## src/rtl/regbank_pkg.sv

```systemverilog
package regbank_pkg;

  // Action applied to the stack pointer entry at the next edge
  typedef enum logic [1:0] {
    SP_HOLD = 2'd0,
    SP_LOAD = 2'd1,
    SP_UP   = 2'd2,
    SP_DOWN = 2'd3
  } sp_op_e;

endpackage

```

## src/rtl/rb_sp_ctrl.sv

```systemverilog
module rb_sp_ctrl
  import regbank_pkg::*;
(
  input  logic   wr_hit,
  input  logic   step_up,
  input  logic   step_down,
  output sp_op_e op
);

  // Priority: write first, then a single step; opposing steps cancel.
  always_comb begin
    if (wr_hit)                       op = SP_LOAD;
    else if (step_up && !step_down)   op = SP_UP;
    else if (step_down && !step_up)   op = SP_DOWN;
    else                              op = SP_HOLD;
  end

endmodule

```

## src/rtl/rb_sp_reg.sv

```systemverilog
module rb_sp_reg
  import regbank_pkg::*;
#(
  parameter int unsigned DATA_W = 16,
  parameter logic [DATA_W-1:0] RESET_VAL = '0
) (
  input  logic              clk,
  input  logic              rst,
  input  sp_op_e            op,
  input  logic [DATA_W-1:0] d,
  output logic [DATA_W-1:0] q
);

  localparam logic [DATA_W-1:0] ONE = DATA_W'(1);

  always_ff @(posedge clk) begin
    if (rst) begin
      q <= RESET_VAL;
    end else begin
      unique case (op)
        SP_LOAD: q <= d;
        SP_UP:   q <= q + ONE;
        SP_DOWN: q <= q - ONE;
        default: q <= q;
      endcase
    end
  end

endmodule

```

## src/rtl/rb_gp_reg.sv

```systemverilog
module rb_gp_reg #(
  parameter int unsigned DATA_W = 16
) (
  input  logic              clk,
  input  logic              rst,
  input  logic              we,
  input  logic [DATA_W-1:0] d,
  output logic [DATA_W-1:0] q
);

  always_ff @(posedge clk) begin
    if (rst)     q <= '0;
    else if (we) q <= d;
  end

endmodule

```

## src/rtl/rb_rd_mux.sv

```systemverilog
module rb_rd_mux #(
  parameter int unsigned DATA_W   = 16,
  parameter int unsigned NUM_REGS = 8,
  localparam int unsigned SEL_W   = $clog2(NUM_REGS)
) (
  input  logic [NUM_REGS-1:0][DATA_W-1:0] entries,
  input  logic [SEL_W-1:0]                sel,
  output logic [DATA_W-1:0]               data
);

  always_comb begin
    data = '0;
    for (int i = 0; i < NUM_REGS; i++) begin
      if (sel == SEL_W'(i)) data = entries[i];
    end
  end

endmodule

```

## src/rtl/regbank_sp.sv

```systemverilog
module regbank_sp
  import regbank_pkg::*;
#(
  parameter int unsigned DATA_W   = 16,
  parameter int unsigned NUM_REGS = 8,
  parameter logic [DATA_W-1:0] SP_RESET = '0,
  localparam int unsigned SEL_W   = $clog2(NUM_REGS)
) (
  input  logic              clk,
  input  logic              rst,
  input  logic              wr_en,
  input  logic [SEL_W-1:0]  wr_sel,
  input  logic [DATA_W-1:0] wr_data,
  input  logic [SEL_W-1:0]  rd_sel_a,
  output logic [DATA_W-1:0] rd_data_a,
  input  logic [SEL_W-1:0]  rd_sel_b,
  output logic [DATA_W-1:0] rd_data_b,
  input  logic              sp_inc,
  input  logic              sp_dec,
  output logic [DATA_W-1:0] sp_addr
);

  localparam int unsigned SP_IDX = NUM_REGS - 1;

  logic [NUM_REGS-1:0][DATA_W-1:0] entry_q;
  logic [NUM_REGS-1:0]             entry_we;
  sp_op_e                          sp_op;

  always_comb begin
    for (int i = 0; i < NUM_REGS; i++) begin
      entry_we[i] = wr_en && (wr_sel == SEL_W'(i));
    end
  end

  rb_sp_ctrl u_sp_ctrl (
    .wr_hit    (entry_we[SP_IDX]),
    .step_up   (sp_inc),
    .step_down (sp_dec),
    .op        (sp_op)
  );

  for (genvar g = 0; g < NUM_REGS; g++) begin : g_entry
    if (g == SP_IDX) begin : g_sp
      rb_sp_reg #(
        .DATA_W    (DATA_W),
        .RESET_VAL (SP_RESET)
      ) u_sp (
        .clk (clk),
        .rst (rst),
        .op  (sp_op),
        .d   (wr_data),
        .q   (entry_q[g])
      );
    end else begin : g_gp
      rb_gp_reg #(
        .DATA_W (DATA_W)
      ) u_gp (
        .clk (clk),
        .rst (rst),
        .we  (entry_we[g]),
        .d   (wr_data),
        .q   (entry_q[g])
      );
    end
  end

  rb_rd_mux #(.DATA_W(DATA_W), .NUM_REGS(NUM_REGS)) u_rd_a (
    .entries (entry_q),
    .sel     (rd_sel_a),
    .data    (rd_data_a)
  );

  rb_rd_mux #(.DATA_W(DATA_W), .NUM_REGS(NUM_REGS)) u_rd_b (
    .entries (entry_q),
    .sel     (rd_sel_b),
    .data    (rd_data_b)
  );

  assign sp_addr = entry_q[SP_IDX];

endmodule

```

## config.mk

```make
export PLATFORM = sky130hd
export DESIGN_NAME = regbank_sp
export DESIGN_NICKNAME = d
export VERILOG_FILES = /design/src/rtl/regbank_pkg.sv /design/src/rtl/rb_sp_ctrl.sv /design/src/rtl/rb_sp_reg.sv /design/src/rtl/rb_gp_reg.sv /design/src/rtl/rb_rd_mux.sv /design/src/rtl/regbank_sp.sv
export SDC_FILE = /design/constraint.sdc
export NUM_CORES = 1
export LEC_CHECK = 0
export ABC_AREA = 1
export BUFFER_PORTS_ARGS = -buffer_cell sky130_fd_sc_hd__clkbuf_2
export CAP_MARGIN = 40
export CELL_PAD_IN_SITES_DETAIL_PLACEMENT = 1
export CELL_PAD_IN_SITES_GLOBAL_PLACEMENT = 1
export CORE_MARGIN = 5
export CORE_UTILIZATION = 38
export DETAILED_ROUTE_END_ITERATION = 7
export PLACE_DENSITY = 0.72
export SYNTH_ARGS = -nofsm -noshare
export SYNTH_HDL_FRONTEND = slang
export SYNTH_SLANG_ARGS = --single-unit
```

## constraint.sdc

```tcl
create_clock -name clk -period 2.3 [get_ports clk]
set_input_delay 0.46 -clock clk [delete_from_list [all_inputs] [get_ports clk]]
set_output_delay 0.46 -clock clk [all_outputs]
set_load 0.02 [all_outputs]
```

Word-level counts from Yosys, hierarchy flattened:

Index checks and enable logic that the tools add are counted.

* flip-flop bits (word level): 128
* bits in latches: 0
* bits in writable memories: 0
* ROM bits: 0
* logic and storage cells: 70
* memories: 0

* $add $sub $neg: 2
* multipliers: 0
* div/mod/pow operators: 0
* $lt $le $gt $ge: 0
* equal/unequal tests: 24
* shift operators: 0
* muxes and demuxes: 20
* bitwise logic cells: 0
* reduce and logical (&&, ||, !) cells: 16

Operators with widths (number)
* $mux 16: 16
* $pmux 16 s3: 1
* $eq 3x3->1 const B: 12
* $eq 3x2->1 const B: 6
* $add 16x1->16 const B: 1
* $sub 16x1->16 const B: 1
* $logic_and 1x1->1: 10
* $eq 3x1->1 const B: 3
* $logic_not 3->1: 3
* $mux 2: 3
* $eq 2x2->1 const B: 2
* $reduce_bool 3->1: 1
* $eq 2x1->1 const B: 1
* $logic_not 1->1: 2

Depth between registers and ports, before layout:

Gate-level depths: netlist (run 1).

* depth after elaboration: 9
* gate-level depth with buffers: 20
* depth with buffers taken out: 19

By module:

A second synthesis (run 1) with hierarchy kept.

* cells, all modules: 1481
* area, all modules: 8832.2 um2

By module, submodules not included
* rb_gp_reg: instances 7, cells each 101, area an instance 670.6 um2
* rb_rd_mux: instances 2, cells each 222, area an instance 1169.9 um2
* rb_sp_reg: instances 1, cells each 307, area an instance 1702.9 um2
* regbank_sp: instances 1, cells each 17, area an instance 63.8 um2
* rb_sp_ctrl: instances 1, cells each 6, area an instance 31.3 um2

Worst setup path after synthesis (run 1):

OpenSTA, ideal clock, no wires.

* path type: in2reg
* from: input sp_inc
* to: register g_entry[7].g_sp.u_sp.q[8]
* data arrival time: 2.219 ns
* data required time: 2.190 ns
* slack: -0.029 ns
* stages on the path: 20
* path through: inv_1 > ha_1 > inv_1 > nand3_4 > buf_6 > nand2_1 > nand2_1 > inv_1 > ha_1 > inv_1 > nand2_1 > inv_1 > o21bai_1 > nand2_1 > nand2_1 > nand2_1 > nand3_1 > nand3_1 > nand3_1 > inv_1

* cells in the longest elaborated chain, start to end: 7
* elaborated cells on any way between the ends: 11

RTL lines
* from (decl): line regbank_sp.sv:18 `input logic sp_inc,`
* $logic_not 1->1: line rb_sp_ctrl.sv:14 `else if (step_down && !step_up) op = SP_DOWN;`
* $logic_and 1x1->1: line rb_sp_ctrl.sv:14
* $mux 2: line rb_sp_ctrl.sv:14
* $mux 2 (*): line rb_sp_ctrl.sv:13 `else if (step_up && !step_down) op = SP_UP;`
* $mux 2 (*): line rb_sp_ctrl.sv:12 `if (wr_hit) op = SP_LOAD;`
* $eq 2x2->1 or $eq 2x1->1 (tied branches): line rb_sp_reg.sv:20 `unique case (op)`
* $pmux 16 s3 or $reduce_bool 3->1 (tied branches)
* to (signal assigned): line rb_sp_reg.sv:22 `SP_UP: q <= q + ONE;`
* to (signal assigned): line rb_sp_reg.sv:23 `SP_DOWN: q <= q - ONE;`
* to (signal assigned): line rb_sp_reg.sv:24 `default: q <= q;`
* to (decl): line rb_sp_reg.sv:11 `output logic [DATA_W-1:0] q`

Every way passes the cells marked *; elsewhere a longest branch is shown, timed or not.
A chain may end at the register's enable or synchronous reset.

Worst setup path in the final report (run 1):

* from: input rd_sel_a[1]
* to: output rd_data_a[1]

* cells in the longest elaborated chain, start to end: 9
* elaborated cells on any way between the ends: 16

RTL lines
* from (decl): line regbank_sp.sv:14 `input logic [SEL_W-1:0] rd_sel_a,`
* $logic_not 3->1: line rb_rd_mux.sv:14 `if (sel == SEL_W'(i)) data = entries[i];`
* $mux 16 (7 in series): line rb_rd_mux.sv:14
* $mux 16 (*): line rb_rd_mux.sv:14
* to (decl): line regbank_sp.sv:15 `output logic [DATA_W-1:0] rd_data_a,`

Marks and branches as above.

==> reports/qor.yml, run 1 <==
status: "finished with violations"
violations: "setup timing"
vias: 7885
synth_edf_count: 0
first_pass_iters: 5
die_width_um: 146
grt.overflow.total: 0
cts_tree: "done"
crit_path_end_kind: "output pin"
area_growth_pct: 31.6
drive_above_1_share_pct: 23.0
min_from: "rst"
hpwl_um: 19200
crit_required_ps: 1840
die_h_um: 146
synthArstFlopShare_pct: 0
remaining_drc_errors: 0
grt_use_total_pct: 24.6
power_leakage_nw: 3.96
hold_path_class: "input pin to flip-flop"
start_kind: "input pin"
grt_pass1_wl_um: 42800
synth_cell_types: 38
ios: 78
ctsRootBufferMaster: "clkbuf_16"
switching_share_pct: 30.4
insertion_delay_ps: 430
cts_sinks: 128
htreeDepth: 4
num_rows: 49
cts_buffer_depth: 2
rr_worst_depth: 16
design_area_mm2: 0.00921
comb_power_share_pct: 18.2
clock.fmax_mhz: 430
hold_violations: 0
finalNetCount: 1169
wire_per_inst_um: 20.7
worst_slack_ps: -25.4
worst_slew_pin_slew_ps: 720
coreArea_mm2: 0.0180
cts.clk_slew.worst_paths_ps: 70
relSlewSlack_pct: 51.4
setup-violations-final: 1
irDropWorstVdd_mv: 0.559
viasPerCell: 5.72
fin_worst_skew_ps: 11.5
min_to: "g_entry[7].g_sp.u_sp.q[13]"
period_minus_slack_ps: 2330
final_common_cell: "nand2_1"
holdPathStages: 3
power_frac_clock_pct: 44.8
worstReg2RegEnd: "g_entry[7].g_sp.u_sp.q[8]"
synth_fp_nets: 1061
postCtsHoldBufs: 0
power_density_mw_per_mm2: 716
worstPathMaxFanout: 7
multi_input_area_mm2: 0.00387
yosysSeqAreaShare_pct: 36.6
num_antenna_cells: 0
cts_buffers: 17
first_iter_violations: 631
p_seq_share_pct: 37.0
antenna_found_initial: 0
intPower_w: 0.00458
crit_start: "rd_sel_a[1]"
n_fill_cell: 2317
die_area_mm2: 0.0212
grt_pass1_vias: 7799
r2r-start: "g_entry[7].g_sp.u_sp.q[1]"
power_switching_w: 0.00200
place_ws_ps: -187
syn_area_mm2: 0.00700
finalWirelength_um: 28500
synthFlopType: "dfxtp_1"
layout_common_cells: "nand2_1, a21oi_1, dfxtp_1, o21ai_0, inv_1"
synthCells: 1029
io_buffers: 77
grt_max_degree: 65
yosys_warnings: 0
critical_path_class: "input pin to output pin"
gp_congestion: 0.885
worst-r2r-setup-slack_ps: 360
start_util_pct: 38.8
ys_ff_latch: 128
place_area_mm2: 0.00801
drv_slew: 0
arrival_ps: 1870
period_share_pct: 101
detail-route-antenna-nets: 0
final-seq-area_mm2: 0.00256
postSynthAreaPerCell_um2: 6.80
maxCapViolCount: 0
## layout make-up
type | count | area share [%]
sequential | 128 | 27.8
clock inverter | 15 | 2.28
multi-input combinational | 707 | 42.1
timing repair buffer | 163 | 15.0
inverter | 120 | 5.10
clock buffer | 17 | 4.62
tap | 229 | 3.11
## worst max-delay path, cell delays in order
cell,delay (ps)
buf_6,110
inv_6,70
nor3_4,60
clkbuf_16,160
nand2_1,70
o221ai_1,230
a221oi_2,320
o2111ai_1,170
buf_2,200
## layer usage
| layer | vias up | track usage, % | wire length (µm) |
|---|---|---|---|
| li1 | 3749 | - | - |
| met1 | 3884 | 33.6 | 12600 |
| met2 | 201 | 40.2 | 14100 |
| met3 | 51 | 3.18 | 1010 |
| met4 | 0 | 7.84 | 769 |
| met5 | - | 0 | 0 |
## stage by stage
step | instances | total power (W) | util [%] | hold slack (ps) | TNS (ps)
2_1_floorplan | 1029 | 0.00314 | - | 449 | 0
3_3_place_gp | 1329 | 0.00354 | 44.4 | 465 | -988
5_1_grt | 1379 | 0.00685 | 51.1 | 440 | -119
6_report | 1379 | 0.00659 | 51.1 | 443 | -25.4
4_1_cts | 1367 | 0.00653 | 49.0 | 424 | -45.7
3_5_place_dp | 1329 | 0.00356 | 44.4 | 479 | -2070
## logic make-up (layout without fill, tap and decap cells)
logic type	after synthesis	in the layout	synth area share [%]
AO/OA/AOI/OAI	363	363	30.7
AND/OR/NAND/NOR	336	336	20.1
buffers and inverters	194	315	11.5
flip-flops	128	128	36.6
XOR/XNOR	6	6	0.751
adder cells (fa/ha/maj)	2	2	0.358
## synth_stat cells (all sizes together), types with 7 or more instances
cell,instances,share of area (%)
a21oi,137,9.8
a221o,7,1.0
a221oi,15,1.9
buf,24,2.4
clkbuf,50,2.7
dfxtp,128,37
inv,118,6.3
nand2,198,11
nand3,30,2.3
nand4,8,0.72
nor2,87,4.8
nor3,11,0.86
o2111ai,24,3.0
o21ai,126,9.1
o221ai,14,1.8
o22ai,19,1.7
## flip-flops by register name, indices dropped and copies added (netlist names)
name,cells
g_entry.g_gp.u_gp.q,112
g_entry.g_sp.u_sp.q,16
## power by group through the flow
stage	combinational, W	sequential, W	clock, W
after global routing	0.00130	0.00245	0.00310
final	0.00120	0.00244	0.00295
after floorplan	0.000700	0.00244	0
after detailed placement	0.00109	0.00248	0
after CTS	0.00112	0.00243	0.00297
after global placement	0.00106	0.00248	0
## how the worst max path moves through the flow
stage                                 to  slack (ps)  cells after the start
5_1_grt                     rd_data_b[3]         -50                     10
4_1_cts                     rd_data_a[3]         -40                      9
6_report                    rd_data_a[1]         -30                      9
3_3_place_gp                rd_data_b[8]        -110                      8
2_1_floorplan               rd_data_b[2]         0.6                      7
3_5_place_dp   g_entry[7].g_sp.u_sp.q[8]        -190                     20
## timing repair
| item | 4_1_cts | 5_1_grt |
|---|---|---|
| pin swaps | 3 | 9 |
| setup endpoints to repair | 22 | 32 |
| buffers inserted | 6 | 6 |
| endpoints found under the hold margin | 0 | 0 |
| gates resized for setup | 32 | 70 |
| cloned | 0 | 6 |
Note: power is estimated with default switching activity, not from simulation.
==> run 2, diff against run 1 <==
--- a/config.mk
+++ b/config.mk
@@ -11,9 +11,9 @@
 export CELL_PAD_IN_SITES_DETAIL_PLACEMENT = 1
 export CELL_PAD_IN_SITES_GLOBAL_PLACEMENT = 1
 export CORE_MARGIN = 5
-export CORE_UTILIZATION = 38
+export CORE_UTILIZATION = 30
 export DETAILED_ROUTE_END_ITERATION = 7
-export PLACE_DENSITY = 0.72
+export PLACE_DENSITY = 0.59
 export SYNTH_ARGS = -nofsm -noshare
 export SYNTH_HDL_FRONTEND = slang
 export SYNTH_SLANG_ARGS = --single-unit
==> run 2 against run 1 <==
The run still ends with setup timing left. Final cell count rose by 7.6%. Via count fell by 1.1%. Die area rose by 25%. Sequential power barely moved. Worst hold slack got worse by 46 ps. Clock power fell by 7.1%. Register-to-register slack got worse by 30 ps. Critical path type unchanged. Critical endpoint is now rd_data_b[12]. Highest routed layer unchanged.
==> reports/qor.yml, run 2 (same netlist as run 1, synthesis figures left out) <==
status: "finished with violations"
violations: "setup timing"
worstReg2RegEnd: "g_entry[7].g_sp.u_sp.q[8]"
crit_required_ps: 1840
rsz0062_at_grt: "yes"
die_width_um: 163
htreeDepth: 4
num_antenna_cells: 0
cts_buffers: 17
num_rows: 55
relSlewSlack_pct: 58.7
power_switching_w: 0.00202
cts_tree: "done"
ios: 78
cp_slowest_cell: "a221o_1"
crit_path_end_kind: "output pin"
cts_buffer_depth: 2
holdPathStages: 4
p_seq_share_pct: 37.9
clock.fmax_mhz: 431
min_to: "g_entry[7].g_sp.u_sp.q[8]"
coreArea_mm2: 0.0228
worstPathMaxFanout: 8
arrival_ps: 1860
placed_cells: 1438
maxCapViolCount: 0
power_density_mw_per_mm2: 665
start_util_pct: 30.7
final_common_cell: "nand2_1"
area_growth_pct: 38.5
largest_register_ffs: 112
die_h_um: 163
cts_sinks: 128
finalWirelength_um: 28600
insertion_delay_ps: 420
detail-route-antenna-nets: 0
crit_chain: "buf_8 > buf_8 > nand3_4 > buf_12 > o22ai_2 > a221o_1 > a21oi_2 > o2111ai_2 > buf_6"
drive_above_1_share_pct: 27.0
first_iter_violations: 537
rr_worst_depth: 11
critical_path_class: "input pin to output pin"
place_area_mm2: 0.00837
start_kind: "input pin"
first_pass_iters: 7
min_from: "rst"
ctsRootBufferMaster: "clkbuf_16"
period_minus_slack_ps: 2320
grt_pass1_wl_um: 44100
hold_violations: 0
intPower_w: 0.00442
cp_top_family: "compound AO/OA/AOI/OAI gates"
cts.clk_slew.worst_paths_ps: 60
largestRegisters: "g_entry.g_gp.u_gp.q: 112 flops, g_entry.g_sp.u_sp.q: 16 flops"
irDropWorstVdd_mv: 0.360
wire_per_inst_um: 19.3
design_area_mm2: 0.00969
vias: 7799
drv_slew: 0
switching_share_pct: 31.4
worst-r2r-setup-slack_ps: 330
remaining_drc_errors: 0
comb_power_share_pct: 19.7
finalNetCount: 1190
worst_slew_pin_slew_ps: 612
postCtsHoldBufs: 0
antenna_found_initial: 0
regMostFlops: "g_entry.g_gp.u_gp.q"
crit_top_cell: "buf_8"
viasPerCell: 5.26
fin_worst_skew_ps: 5.23
power_leakage_nw: 4.09
grt_max_degree: 94
max_stage_delay_ps: 300
layout_common_cells: "nand2_1, dfxtp_1, a21oi_1, o21ai_0, inv_1"
gp_congestion: 0.826
setup-violations-final: 1
hpwl_um: 20300
grt_pass1_vias: 7754
grt_use_total_pct: 21.0
fin_cells: 1484
hold_path_class: "input pin to flip-flop"
worst_slack_ps: -22.1
period_share_pct: 101
crit_buf_inv: 4
power_frac_clock_pct: 42.5
r2r-start: "g_entry[7].g_sp.u_sp.q[7]"
die_area_mm2: 0.0265
grt.overflow.total: 0
io_buffers: 77
-- run 2: changes by cell type in the layout (fill, tap and decap cells not counted), moves of 4 or more --
cell / change
buf_4: +24
clkbuf_2: -8
o22ai_1: -7
a221oi_4: +4
nor2_2: +4
a21oi_2: +8
o221ai_2: +4
o2111ai_2: +4
o22ai_2: +7
o221ai_1: -4
a21oi_1: -8
o2111ai_1: -4
-- run 2: per-stage QoR --
stage | setup slack [ps] | util (%) | power, W | hold WS [ps] | setup TNS [ps]
6_report | -22.1 | 42.6 | 0.00644 | 397 | -22.1
3_3_place_gp | -160 | 36.7 | 0.00362 | 481 | -3090
2_1_floorplan | 0.598 | - | 0.00314 | 449 | 0
4_1_cts | -63.3 | 41.0 | 0.00645 | 391 | -232
3_5_place_dp | -156 | 36.7 | 0.00363 | 483 | -3530
5_1_grt | -55.2 | 42.6 | 0.00674 | 417 | -110
-- run 2: worst reg2reg max path, cell delays in order (launching register included) --
cell     delay, ps
dfxtp_1        520
inv_1          190
nand2_1        110
nand2_1        180
nor3_1         370
nand2_1        130
nand2_1         80
nand2_1         50
nand3_1         90
nand3_1         70
nand3_1         70
inv_1           40
-- run 2: layout make-up --
cell class / instances / area [µm²]
Sequential cell: 128 / 2560
Clock buffer: 18 / 429
Inverter: 120 / 472
Clock inverter: 14 / 159
Tap cell: 313 / 392
Fill cell: 2801 / 13100
Timing Repair Buffer: 184 / 1590
Multi-Input combinational cell: 707 / 4090
-- run 2: worst max-delay path by stage --
| stage | startpoint | end | cells past startpoint |
|---|---|---|---|
| after detailed placement | rd_sel_b[1] | rd_data_b[8] | 10 |
| final | rd_sel_b[0] | rd_data_b[12] | 9 |
| after global placement | sp_inc | g_entry[7].g_sp.u_sp.q[8] | 17 |
| after global routing | rd_sel_b[0] | rd_data_b[12] | 9 |
| after floorplan | rd_sel_b[1] | rd_data_b[2] | 7 |
| after CTS | rd_sel_b[0] | rd_data_b[1] | 10 |
-- run 2: power by group through the flow --
stage | sequential, W | clock, W | combinational (W)
final | 0.00244 | 0.00274 | 0.00127
after global routing | 0.00245 | 0.00291 | 0.00138
after CTS | 0.00244 | 0.00280 | 0.00121
after floorplan | 0.00244 | 0 | 0.000700
after detailed placement | 0.00248 | 0 | 0.00115
after global placement | 0.00248 | 0 | 0.00114
-- run 2: per-layer routing --
layer  track usage (%)  share of wire [%]
met1              29.7                 48
met2              34.0                 48
met3              2.66                3.3
met4              5.18                1.1
met5                 0                  0
-- run 2: repair_timing --
action                     4_1_cts  5_1_grt
resized for setup               74       69
setup endpoints to repair       28       28
buffers inserted                 5        5
gates cloned                     1        3
pin swaps                        5       10
==> run 3, diff against run 2 <==
--- a/config.mk
+++ b/config.mk
@@ -17,3 +17,4 @@
 export SYNTH_ARGS = -nofsm -noshare
 export SYNTH_HDL_FRONTEND = slang
 export SYNTH_SLANG_ARGS = --single-unit
+export TNS_END_PERCENT = 50
==> run 3 against run 2 <==
The run now ends clean. Design area down 0.35%. Critical endpoint is now rd_data_b[11]. Clock-buffer cell count is the same. Largest power group unchanged. Die area is the same.
==> reports/qor.yml, run 3 (same netlist as run 1, synthesis figures left out) <==
status: "finished clean"
power_density_mw_per_mm2: 666
post-route-util_pct: 42.4
wire_per_inst_um: 19.0
grt_use_total_pct: 20.9
hold_path_class: "input pin to flip-flop"
remaining_drc_errors: 0
design_area_mm2: 0.00966
multi_input_area_mm2: 0.00406
min_from: "rst"
die_h_um: 163
crit_top_cell: "buf_6"
final-seq-area_mm2: 0.00256
worst_slack_ps: 0.978
grt_max_degree: 94
arrival_ps: 1840
postCtsHoldBufs: 0
final_common_cell: "nand2_1"
period_share_pct: 100
setup-violations-final: 0
cp_slowest_cell: "a221oi_4"
hpwl_um: 20300
io_buffers: 77
area_growth_pct: 38.1
largest_register_ffs: 112
crit_buf_inv: 4
finalNetCount: 1192
start_util_pct: 30.7
grt_pass1_vias: 7727
first_pass_iters: 6
period_minus_slack_ps: 2300
coreArea_mm2: 0.0228
drive_above_1_share_pct: 26.9
place_ws_ps: -156
detail-route-antenna-nets: 0
cts_sinks: 128
irDropWorstVdd_mv: 0.360
drv_slew: 0
place_area_mm2: 0.00837
start_kind: "input pin"
clock.fmax_mhz: 435
first_iter_violations: 568
die_area_mm2: 0.0265
rsz0062_at_grt: "yes"
crit_required_ps: 1840
crit_start: "rd_sel_b[0]"
htreeDepth: 4
cts.clk_slew.worst_paths_ps: 60
vias: 7748
ctsRootBufferMaster: "clkbuf_16"
worst-r2r-setup-slack_ps: 330
fin_worst_skew_ps: 4.05
critical_path_class: "input pin to output pin"
cp_top_family: "buffers and inverters"
largestRegisters: "g_entry.g_gp.u_gp.q: 112 flops, g_entry.g_sp.u_sp.q: 16 flops"
ios: 78
r2r-start: "g_entry[7].g_sp.u_sp.q[7]"
die_width_um: 163
maxCapViolCount: 0
grt_pass1_wl_um: 44000
layout_common_cells: "nand2_1, dfxtp_1, a21oi_1, o21ai_0, inv_1"
worstPathMaxFanout: 8
worst_slew_pin_slew_ps: 610
gp_congestion: 0.826
grt.overflow.total: 0
hold_violations: 0
crit_path_end_kind: "output pin"
regMostFlops: "g_entry.g_gp.u_gp.q"
num_rows: 55
insertion_delay_ps: 410
antenna_found_initial: 0
viasPerCell: 5.21
max_stage_delay_ps: 320
placed_cells: 1438
num_antenna_cells: 0
cts_tree: "done"
holdWs_ps: 398
cts_buffer_depth: 2
cts_buffers: 17
finalWirelength_um: 28300
n_fill_cell: 2816
power_leakage_nw: 4.09
crit_chain: "buf_6 > nor2_1 > nand2_1 > clkinvlp_4 > buf_6 > a221oi_4 > o2111ai_2 > buf_6"
fin_cells: 1486
relSlewSlack_pct: 58.8
## run 3: final timing paths
path	end	depth (start not counted)
max	rd_data_b[11]	8
min	g_entry[7].g_sp.u_sp.q[8]	4
max reg2reg	g_entry[7].g_sp.u_sp.q[8]	11
min reg2reg	g_entry[0].g_gp.u_gp.q[1]	2
## run 3: per-layer routing
layer | share of wire, % | GRT usage (%)
met1 | 49 | 29.7
met2 | 48 | 33.8
met3 | 2.7 | 2.66
met4 | 0.91 | 5.22
met5 | 0 | 0
## run 3: cell type report
cell class | instances | share of cell area [%]
multi-input combinational | 707 | 42.1
sequential | 128 | 26.5
timing repair buffer | 186 | 16.4
inverter | 120 | 4.88
clock buffer | 18 | 4.44
tap | 313 | 4.05
clock inverter | 14 | 1.65
## run 3: worst register-to-register path: stages, from the launching register on
cell and delay (ps):
dfxtp_1 530, inv_1 200, nand2_1 110, nand2_1 170, nor3_1 360, nand2_1 130, nand2_1 80, nand2_1 50
nand3_1 90, nand3_1 80, nand3_1 70, inv_1 40
## run 3: repair_timing
| item | CTS | global route |
|---|---|---|
| gates resized for setup | 58 | 89 |
| pin swaps | 5 | 14 |
| setup endpoints to repair | 28 | 31 |
| setup buffers | 3 | 10 |
| cloned | 1 | 2 |
## run 3: per-stage QoR
step                total power [W]  TNS (ps)
floorplan                   0.00314         0
global placement            0.00362     -3090
detailed placement          0.00363     -3530
CTS                         0.00644      -587
global route                0.00673      -124
finish                      0.00643         0
## run 3: power breakdown
group	switching [W]	internal [W]	total, W
Sequential	0.000118	0.00232	0.00244
Clock	0.00112	0.00162	0.00274
Combinational	0.000779	0.000482	0.00126
Total	0.00202	0.00442	0.00643
